===== config.mk =====
export PLATFORM = sky130hd
export DESIGN_NAME = bank_timing_guard
export DESIGN_NICKNAME = d
export VERILOG_FILES = /design/src/rtl/bank_guard_pkg.sv /design/src/rtl/bg_window_ctr.sv /design/src/rtl/bg_spacing.sv /design/src/rtl/bg_rules.sv /design/src/rtl/bank_timing_guard.sv
export SDC_FILE = /design/constraint.sdc
export NUM_CORES = 1
export LEC_CHECK = 0
export BUFFER_PORTS_ARGS = -buffer_cell sky130_fd_sc_hd__buf_2
export CAP_MARGIN = 20
export CORE_MARGIN = 8
export CORE_UTILIZATION = 45
export DETAILED_ROUTE_END_ITERATION = 16
export PLACE_DENSITY = 0.67
export SLEW_MARGIN = 10
export SYNTH_ARGS = -nofsm -noshare
export SYNTH_HDL_FRONTEND = slang
export SYNTH_SLANG_ARGS = --single-unit
export TNS_END_PERCENT = 1

===== constraint.sdc =====
create_clock -name clk -period 17.3 [get_ports clk]
set_clock_uncertainty 0.1 [all_clocks]
set_input_delay 1.73 -clock clk [delete_from_list [all_inputs] [get_ports clk]]
set_output_delay 1.73 -clock clk [all_outputs]
set_load 0.01 [all_outputs]

===== src/rtl/bank_guard_pkg.sv =====
package bank_guard_pkg;

  typedef enum logic [2:0] {
    CMD_NOP = 3'd0,
    CMD_ACT = 3'd1,
    CMD_RD  = 3'd2,
    CMD_WR  = 3'd3,
    CMD_PRE = 3'd4
  } cmd_e;

  typedef enum logic [2:0] {
    ERR_NONE  = 3'd0,
    ERR_PROTO = 3'd1,
    ERR_RAS   = 3'd2,
    ERR_RTP   = 3'd3,
    ERR_WREC  = 3'd4,
    ERR_BURST = 3'd5,
    ERR_RP    = 3'd6,
    ERR_RC    = 3'd7
  } err_e;

  // timing window slots
  localparam int NWIN    = 7;
  localparam int WIN_RAS = 0;
  localparam int WIN_RDB = 1;  // read burst still being fetched
  localparam int WIN_RD  = 2;  // full read-to-precharge
  localparam int WIN_WRB = 3;  // write burst data still arriving
  localparam int WIN_WR  = 4;  // full write-to-precharge incl. recovery
  localparam int WIN_RP  = 5;
  localparam int WIN_RC  = 6;

endpackage


===== src/rtl/bg_window_ctr.sv =====
module bg_window_ctr #(
  parameter int W = 8
) (
  input  logic         clk,
  input  logic         rst,
  input  logic         load,
  input  logic [W-1:0] span,
  output logic         idle
);

  logic [W-1:0] cnt;

  // span S loaded as S-1 so the window reads idle exactly S cycles later
  always_ff @(posedge clk) begin
    if (rst)
      cnt <= '0;
    else if (load)
      cnt <= (span == '0) ? '0 : span - 1'b1;
    else if (cnt != '0)
      cnt <= cnt - 1'b1;
  end

  assign idle = (cnt == '0);

endmodule


===== src/rtl/bg_spacing.sv =====
module bg_spacing #(
  parameter int LAT_W = 4,
  parameter int TIM_W = 6,
  parameter int CNT_W = 8
) (
  input  logic [LAT_W-1:0] al,
  input  logic [LAT_W-1:0] cl,
  input  logic             bl8,
  input  logic [TIM_W-1:0] trtp,
  input  logic [TIM_W-1:0] twr,
  output logic [CNT_W-1:0] rdb_span,
  output logic [CNT_W-1:0] rd_span,
  output logic [CNT_W-1:0] wrb_span,
  output logic [CNT_W-1:0] wr_span
);

  logic [CNT_W-1:0] al_x, cl_x, half, wl, extra, rtp_x;

  always_comb begin
    al_x  = CNT_W'(al);
    cl_x  = CNT_W'(cl);
    rtp_x = CNT_W'(trtp);
    half  = bl8 ? CNT_W'(4) : CNT_W'(2);
    wl    = ((al_x + cl_x) == '0) ? '0 : (al_x + cl_x - 1'b1);
    extra = (rtp_x > CNT_W'(2)) ? (rtp_x - CNT_W'(2)) : '0;

    rdb_span = al_x + half;
    rd_span  = al_x + half + extra;
    wrb_span = wl + half;
    wr_span  = wl + half + CNT_W'(twr);
  end

endmodule


===== src/rtl/bg_rules.sv =====
module bg_rules
  import bank_guard_pkg::*;
(
  input  cmd_e            cmd,
  input  logic            is_open,
  input  logic [NWIN-1:0] idle,
  output err_e            err
);

  always_comb begin
    err = ERR_NONE;
    unique case (cmd)
      CMD_ACT: begin
        if (is_open)            err = ERR_PROTO;
        else if (!idle[WIN_RP]) err = ERR_RP;
        else if (!idle[WIN_RC]) err = ERR_RC;
      end
      CMD_RD, CMD_WR: begin
        if (!is_open) err = ERR_PROTO;
      end
      CMD_PRE: begin
        if (!is_open)                             err = ERR_PROTO;
        else if (!idle[WIN_RDB] || !idle[WIN_WRB]) err = ERR_BURST;
        else if (!idle[WIN_RAS])                  err = ERR_RAS;
        else if (!idle[WIN_RD])                   err = ERR_RTP;
        else if (!idle[WIN_WR])                   err = ERR_WREC;
      end
      default: err = ERR_NONE;
    endcase
  end

endmodule


===== src/rtl/bank_timing_guard.sv =====
module bank_timing_guard
  import bank_guard_pkg::*;
#(
  parameter int LAT_W = 4,
  parameter int TIM_W = 6,
  parameter int CNT_W = 8
) (
  input  logic             clk,
  input  logic             rst,
  input  logic [2:0]       cmd,
  input  logic [LAT_W-1:0] cfg_al,
  input  logic [LAT_W-1:0] cfg_cl,
  input  logic             cfg_bl8,
  input  logic [TIM_W-1:0] cfg_trtp,
  input  logic [TIM_W-1:0] cfg_twr,
  input  logic [TIM_W-1:0] cfg_tras,
  input  logic [TIM_W-1:0] cfg_trp,
  input  logic [TIM_W-1:0] cfg_trc,
  output logic             pre_ok,
  output logic             act_ok,
  output logic             viol,
  output logic [2:0]       viol_code
);

  cmd_e             cmd_c;
  err_e             err;
  logic             accept;
  logic             is_open;
  logic             viol_q;
  err_e             code_q;
  logic [NWIN-1:0]  load_v;
  logic [NWIN-1:0]  idle_v;
  logic [CNT_W-1:0] span_v [NWIN];
  logic [CNT_W-1:0] rdb_span, rd_span, wrb_span, wr_span;

  assign cmd_c = cmd_e'(cmd);

  bg_spacing #(.LAT_W(LAT_W), .TIM_W(TIM_W), .CNT_W(CNT_W)) u_spacing (
    .al       (cfg_al),
    .cl       (cfg_cl),
    .bl8      (cfg_bl8),
    .trtp     (cfg_trtp),
    .twr      (cfg_twr),
    .rdb_span (rdb_span),
    .rd_span  (rd_span),
    .wrb_span (wrb_span),
    .wr_span  (wr_span)
  );

  bg_rules u_rules (
    .cmd     (cmd_c),
    .is_open (is_open),
    .idle    (idle_v),
    .err     (err)
  );

  assign accept = (err == ERR_NONE);

  // per-window load strobe and span
  always_comb begin
    load_v[WIN_RAS] = accept && (cmd_c == CMD_ACT);
    load_v[WIN_RC]  = accept && (cmd_c == CMD_ACT);
    load_v[WIN_RDB] = accept && (cmd_c == CMD_RD);
    load_v[WIN_RD]  = accept && (cmd_c == CMD_RD);
    load_v[WIN_WRB] = accept && (cmd_c == CMD_WR);
    load_v[WIN_WR]  = accept && (cmd_c == CMD_WR);
    load_v[WIN_RP]  = accept && (cmd_c == CMD_PRE);

    span_v[WIN_RAS] = CNT_W'(cfg_tras);
    span_v[WIN_RC]  = CNT_W'(cfg_trc);
    span_v[WIN_RDB] = rdb_span;
    span_v[WIN_RD]  = rd_span;
    span_v[WIN_WRB] = wrb_span;
    span_v[WIN_WR]  = wr_span;
    span_v[WIN_RP]  = CNT_W'(cfg_trp);
  end

  for (genvar g = 0; g < NWIN; g++) begin : g_win
    bg_window_ctr #(.W(CNT_W)) u_win (
      .clk  (clk),
      .rst  (rst),
      .load (load_v[g]),
      .span (span_v[g]),
      .idle (idle_v[g])
    );
  end

  always_ff @(posedge clk) begin
    if (rst) begin
      is_open <= 1'b0;
      viol_q  <= 1'b0;
      code_q  <= ERR_NONE;
    end else begin
      if (accept && cmd_c == CMD_ACT)      is_open <= 1'b1;
      else if (accept && cmd_c == CMD_PRE) is_open <= 1'b0;
      viol_q <= !accept;
      code_q <= err;
    end
  end

  assign pre_ok    = is_open && idle_v[WIN_RAS] && idle_v[WIN_RD] && idle_v[WIN_WR];
  assign act_ok    = !is_open && idle_v[WIN_RP] && idle_v[WIN_RC];
  assign viol      = viol_q;
  assign viol_code = code_q;

endmodule


==> reports/metrics.yaml, run 1 <==
floorplan:
  io_pins: 50
  core_mm2: 0.01122
  start_util_pct: 45.35
  dieArea_mm2: 0.01497
  dieHeight_um: 122.4
  row_count: 39
  fp.dieW_um: 122.4
worst_setup_path:
  path_class: "in -> reg"
  worstPathMaxFanout: 5
  cp-end-kind: "flop"
  required_ps: 17430
  cp.arrival_ps: 7150
  setup.worst_path.start_class: "input pin"
final_layout:
  final_common_cell: "nor2_1"
  final_cell_mix: "88 x nor2_1, 61 x dfxtp_1, 51 x a21oi_1"
  syn_to_final_growth_pct: 13.52
  fin_util_pct: 51.48
  layout.nets: 790
  fill_cells: 1091
  final_layout_size_suffix_gt1_share_pct: 11.90
  insertedDiodeCount: 0
  final_area_mm2: 0.005778
logic_synthesis:
  syn-cell-area_mm2: 0.005090
  synth.distinct_cells: 68
  ys_seq_area_share_pct: 23.99
  synth_flop_cell: "dfxtp_1"
  yosys-top-cells-area: "dfxtp_1 24%, ha_1 9.6%, xnor2_1 6.9%, nor2_1 6.5%, a21oi_1 5.0%"
  synth_nets: 745
  synth_edf_count: 0
  synth.ff_latch_count: 61
  yosysWarningCount: 0
  synth_top_area_share_pct: 23.99
  postSynth.asyncResetShare_pct: 0
  synth_area_leader_cell: "dfxtp_1"
  avgSynthCellArea_um2: 7.747
  syn_inst: 657
place:
  place_hpwl_um: 9243
  placed_area_mm2: 0.005444
  place.gp.congestion: 0.8268
  port_buffers: 49
cts:
  clock_latency_ps: 320
  cts_tree: "built"
  clock_path_buffers: 2
  post_cts_buffers: 0
  clock-sinks: 61
  cts_buffers: 9
  root_buffer: "clkbuf_16"
  clkTransAtPathRegs_ps: 50
  ctsHoldBuffers: 0
  cts.htree.levels: 3
  cts_resized: 0
timing:
  setup_violations: 0
  rsz0062_at_grt: "false"
  tns_ps: 0
  finalMaxSlewViolations: 0
  whs_ps: 392.3
  finalHoldViolations: 0
  finalCritPeriodShare_pct: 40.58
  max_freq_mhz: 142.5
  tightest_slew_ps: 926.3
  post-route-min-period_ps: 7020
  relSlewSlack_pct: 38.25
global_routing:
  grt-ovfl-total: 0
  grt_pass1_vias: 4578
  grt_max_degree: 52
  grt_pass1_wl_um: 20090
  antenna_found_initial: 0
  track_usage_pct: 15.97
route:
  postRouteAntennaNets: 0
  vias: 4798
  firstDrtPassIters: 4
  viasPerCell: 5.651
  drc: 0
  drt_iter0_markers: 257
  drt_wl_total_um: 11990
  wl_per_cell_um: 14.12
job:
  cap_violations: 0
run_status:
  status: "finished clean"
power:
  peakVddDrop_uv: 64.03
  power_density_mw_per_mm2: 171.8
  power.total_mw: 0.9925
  power_leakage_nw: 2.450
worst_hold_path:
  min_path_type: "reg -> reg"
-- cell type report --
| cell class | count | area, um^2 | area share (%) |
|---|---|---|---|
| repair buffers | 50 | 252.7 | 4.374 |
| clock buffers | 12 | 266.5 | 4.612 |
| inverters | 47 | 176.4 | 3.053 |
| well taps | 143 | 178.9 | 3.097 |
| clock inverters | 3 | 67.56 | 1.169 |
| multi-input cells | 533 | 3615 | 62.56 |
| flip-flops and latches | 61 | 1221 | 21.13 |
-- cells in the mapped netlist (14+ instances only) --
cell / instances
xor2_1: 28
or3_1: 14
nor2_1: 88
a21oi_1: 51
ha_1: 39
a211oi_1: 16
xnor2_1: 40
o21ai_0: 17
inv_1: 47
nand2_1: 37
nor3_1: 43
dfxtp_1: 61
nand3_1: 16
-- worst max-delay path, stage by stage --
cell and delay [ps]:
buf_2 130, ha_1 230, fa_1 480, inv_1 120, ha_1 170, inv_1 40
a211o_1 260, nor2_1 170, o2bb2ai_1 190, inv_1 80, ha_1 290, a21oi_1 270
nand3_1 120, o31ai_1 80, a211oi_1 110, o211ai_1 430, ha_1 370, a211oi_1 270
a21oi_1 90, or4_1 580, or2_1 270, or4_1 400, a311oi_1 250
-- final timing paths --
kind	start	end	slack, ps	cells after the start
worst max-delay path	cfg_al[0]	g_win[4].u_win.cnt[7]	10280	23
worst min-delay path	g_win[5].u_win.cnt[7]	g_win[5].u_win.cnt[7]	390	2
worst max register to register	g_win[5].u_win.cnt[0]	g_win[6].u_win.cnt[2]	13960	8
worst min register to register	g_win[5].u_win.cnt[7]	g_win[5].u_win.cnt[7]	390	2
-- state kept, by name, indices dropped and copies added (netlist names) --
| register | cells |
|---|---|
| viol_code | 3 |
| g_win.u_win.cnt | 56 |
| viol | 1 |
| is_open | 1 |
-- routing by layer --
metal / wire [um] / vias up / track usage (%)
met3: 431 / 10 / 2.116
met2: 5985 / 86 / 29.24
li1: - / 2449 / -
met4: 133 / 0 / 4.874
met5: 0 / - / 0
met1: 5435 / 2253 / 18.90
-- per-stage QoR --
stage,std cells,setup slack [ps]
after global placement,834,10200
after CTS,849,10320
after detailed placement,834,9997
after global routing,849,9858
final,849,10280
after floorplan,657,10590
-- report_power, final --
group	total (mW)	internal, mW	leakage [nW]	switching [mW]
Clock	0.196	0.137	0.161	0.0589
Combinational	0.552	0.248	1.79	0.304
Sequential	0.245	0.196	0.504	0.0481
Total	0.992	0.582	2.45	0.411
-- kinds of logic after synthesis --
| family | count (synthesis) | share of synthesized area, % |
|---|---|---|
| AOI/OAI and AO/OA | 156 | 20.13 |
| xor gates and xnor gates | 68 | 11.70 |
| adders and majority gates | 44 | 11.55 |
| buffers and inverters | 63 | 4.990 |
| DFF | 61 | 23.99 |
| muxes | 4 | 0.8358 |
| and+or+nand+nor | 261 | 26.79 |
(Power assumes the default switching activity.)
==> run 2: changes to the inputs <==
==> constraint.sdc (replaced) <==
create_clock -name clk -period 6.85 [get_ports clk]
set_clock_uncertainty 0.1 [all_clocks]
set_input_delay 0.685 -clock clk [delete_from_list [all_inputs] [get_ports clk]]
set_output_delay 0.685 -clock clk [all_outputs]
set_load 0.01 [all_outputs]
==> run 2 against run 1 <==
Compared with the run above: utilization fell by 0.48 points; power rose by 140%; cell area fell by 0.93%; sequential power rose to 2.5 times the previous value; combinational power rose to 2.5 times the previous value; via count fell by 0.83%; sequential share of layout area rose by 0.20 points; highest routed layer unchanged; cell count did not move; largest cell class unchanged; clock-buffer cell count fell by 1; global-route usage rose by 0.39 points; non-clock buffer count fell by 1; die area did not move.
==> reports/metrics.yaml, run 2 (synthesized netlist as in run 1, its figures left out) <==
final_layout:
  final_area_mm2: 0.005724
  final_cell_mix: "88 x nor2_1, 61 x dfxtp_1, 51 x a21oi_1"
  insertedDiodeCount: 0
  layout.nets: 789
  largest_register_ffs: 56
  final_common_cell: "nor2_1"
  syn_to_final_growth_pct: 12.46
  top_register: "g_win.u_win.cnt"
  fin_util_pct: 51.00
  final_layout_size_suffix_gt1_share_pct: 11.90
  fill_cells: 1062
route:
  vias: 4758
  wl_met3_um: 346
  wl_per_cell_um: 13.97
  drt_wl_total_um: 11860
  wl_met2_um: 5828
  postRouteAntennaNets: 0
  drc: 0
  firstDrtPassIters: 4
  wl_met1_um: 5469
  viasPerCell: 5.604
  drt_iter0_markers: 272
  dr.max_layer_used: "met4"
floorplan:
  dieHeight_um: 122.4
  core_mm2: 0.01122
  io_pins: 50
  row_count: 39
  start_util_pct: 45.35
  dieArea_mm2: 0.01497
  fp.dieW_um: 122.4
timing:
  setup_slack_ps: 903.5
  tns_ps: 0
  whs_ps: 391.3
  setup_violations: 0
  finalHoldViolations: 0
  post-route-min-period_ps: 5947
  finalCritPeriodShare_pct: 86.81
  tightest_slew_ps: 941.2
  finalMaxSlewViolations: 0
  relSlewSlack_pct: 37.26
  rsz0062_at_grt: "false"
  max_freq_mhz: 168.2
worst_hold_path:
  min_path_type: "reg -> reg"
  hp-start: "g_win[5].u_win.cnt[7]"
worst_setup_path:
  crit_path_start: "cfg_al[0]"
  worstReg2RegStart: "g_win[5].u_win.cnt[0]"
  worstPathMaxFanout: 5
  path_class: "in -> reg"
  required_ps: 6980
  setup.worst_path.start_class: "input pin"
  cp-end-kind: "flop"
  cp.arrival_ps: 6070
cts:
  clock_latency_ps: 330
  post_cts_buffers: 0
  cts_buffers: 9
  root_buffer: "clkbuf_16"
  cts_resized: 0
  clkTransAtPathRegs_ps: 60
  clock-sinks: 61
  ctsHoldBuffers: 0
  clock_path_buffers: 2
  cts_tree: "built"
  cts.htree.levels: 3
power:
  power_leakage_nw: 2.425
  peakVddDrop_uv: 178.6
  power_density_mw_per_mm2: 423.4
place:
  place_hpwl_um: 9223
  pre_cts_ws_ps: 628.2
  place.gp.congestion: 0.8273
  placed_area_mm2: 0.005436
  port_buffers: 49
run_status:
  status: "finished clean"
global_routing:
  track_usage_pct: 16.36
  antenna_found_initial: 0
  grt_max_degree: 52
  grt_pass1_wl_um: 20600
  grt_pass1_vias: 4698
  grt-ovfl-total: 0
job:
  cap_violations: 0
[run 2: stage by stage]
stage	total power, mW	cells
2_1_floorplan	1.739	657
3_3_place_gp	1.951	833
3_5_place_dp	1.988	833
4_1_cts	2.426	849
5_1_grt	2.664	849
6_report	2.423	849
[run 2: final timing paths]
path | cells past startpoint | endpoint | slack [ps]
hold / removal | 2 | g_win[5].u_win.cnt[7] | 390
setup reg to reg | 8 | g_win[6].u_win.cnt[2] | 3510
setup / recovery | 23 | g_win[4].u_win.cnt[7] | 900
hold reg to reg | 2 | g_win[5].u_win.cnt[7] | 390
[run 2: area by class of cell]
type / instances / area (um^2) / area share [%]
Multi-Input combinational cell: 533 / 3615 / 63.15
Sequential cell: 61 / 1221 / 21.33
Clock buffer: 11 / 252.7 / 4.415
Timing Repair Buffer: 49 / 245.2 / 4.284
Tap cell: 143 / 178.9 / 3.126
Inverter: 47 / 176.4 / 3.082
Clock inverter: 5 / 35.03 / 0.6120
[run 2: critical path, stage by stage]
cell,delay (ps)
buf_2,130
ha_1,220
fa_1,480
inv_1,120
ha_1,180
inv_1,50
a211o_1,270
nor2_1,180
o2bb2ai_1,200
inv_1,80
ha_1,290
a21oi_1,280
nand3_1,110
o31ai_1,80
a211oi_1,110
o211ai_1,410
ha_1,370
a211oi_1,230
a21oi_1,90
or4_1,580
or2_1,280
or4_1,400
a311oi_1,260
[run 2: power by group]
part | leakage [nW] | total (mW) | switching (mW) | internal [mW]
registers | 0.504 | 0.618 | 0.121 | 0.496
logic | 1.78 | 1.39 | 0.764 | 0.621
clock network | 0.141 | 0.420 | 0.157 | 0.264
[run 2: layer usage]
layer | GRT usage (%) | up-vias
li1 | - | 2451
met1 | 19.63 | 2229
met2 | 29.04 | 65
met3 | 2.070 | 13
met4 | 6.474 | 0
met5 | 0 | -
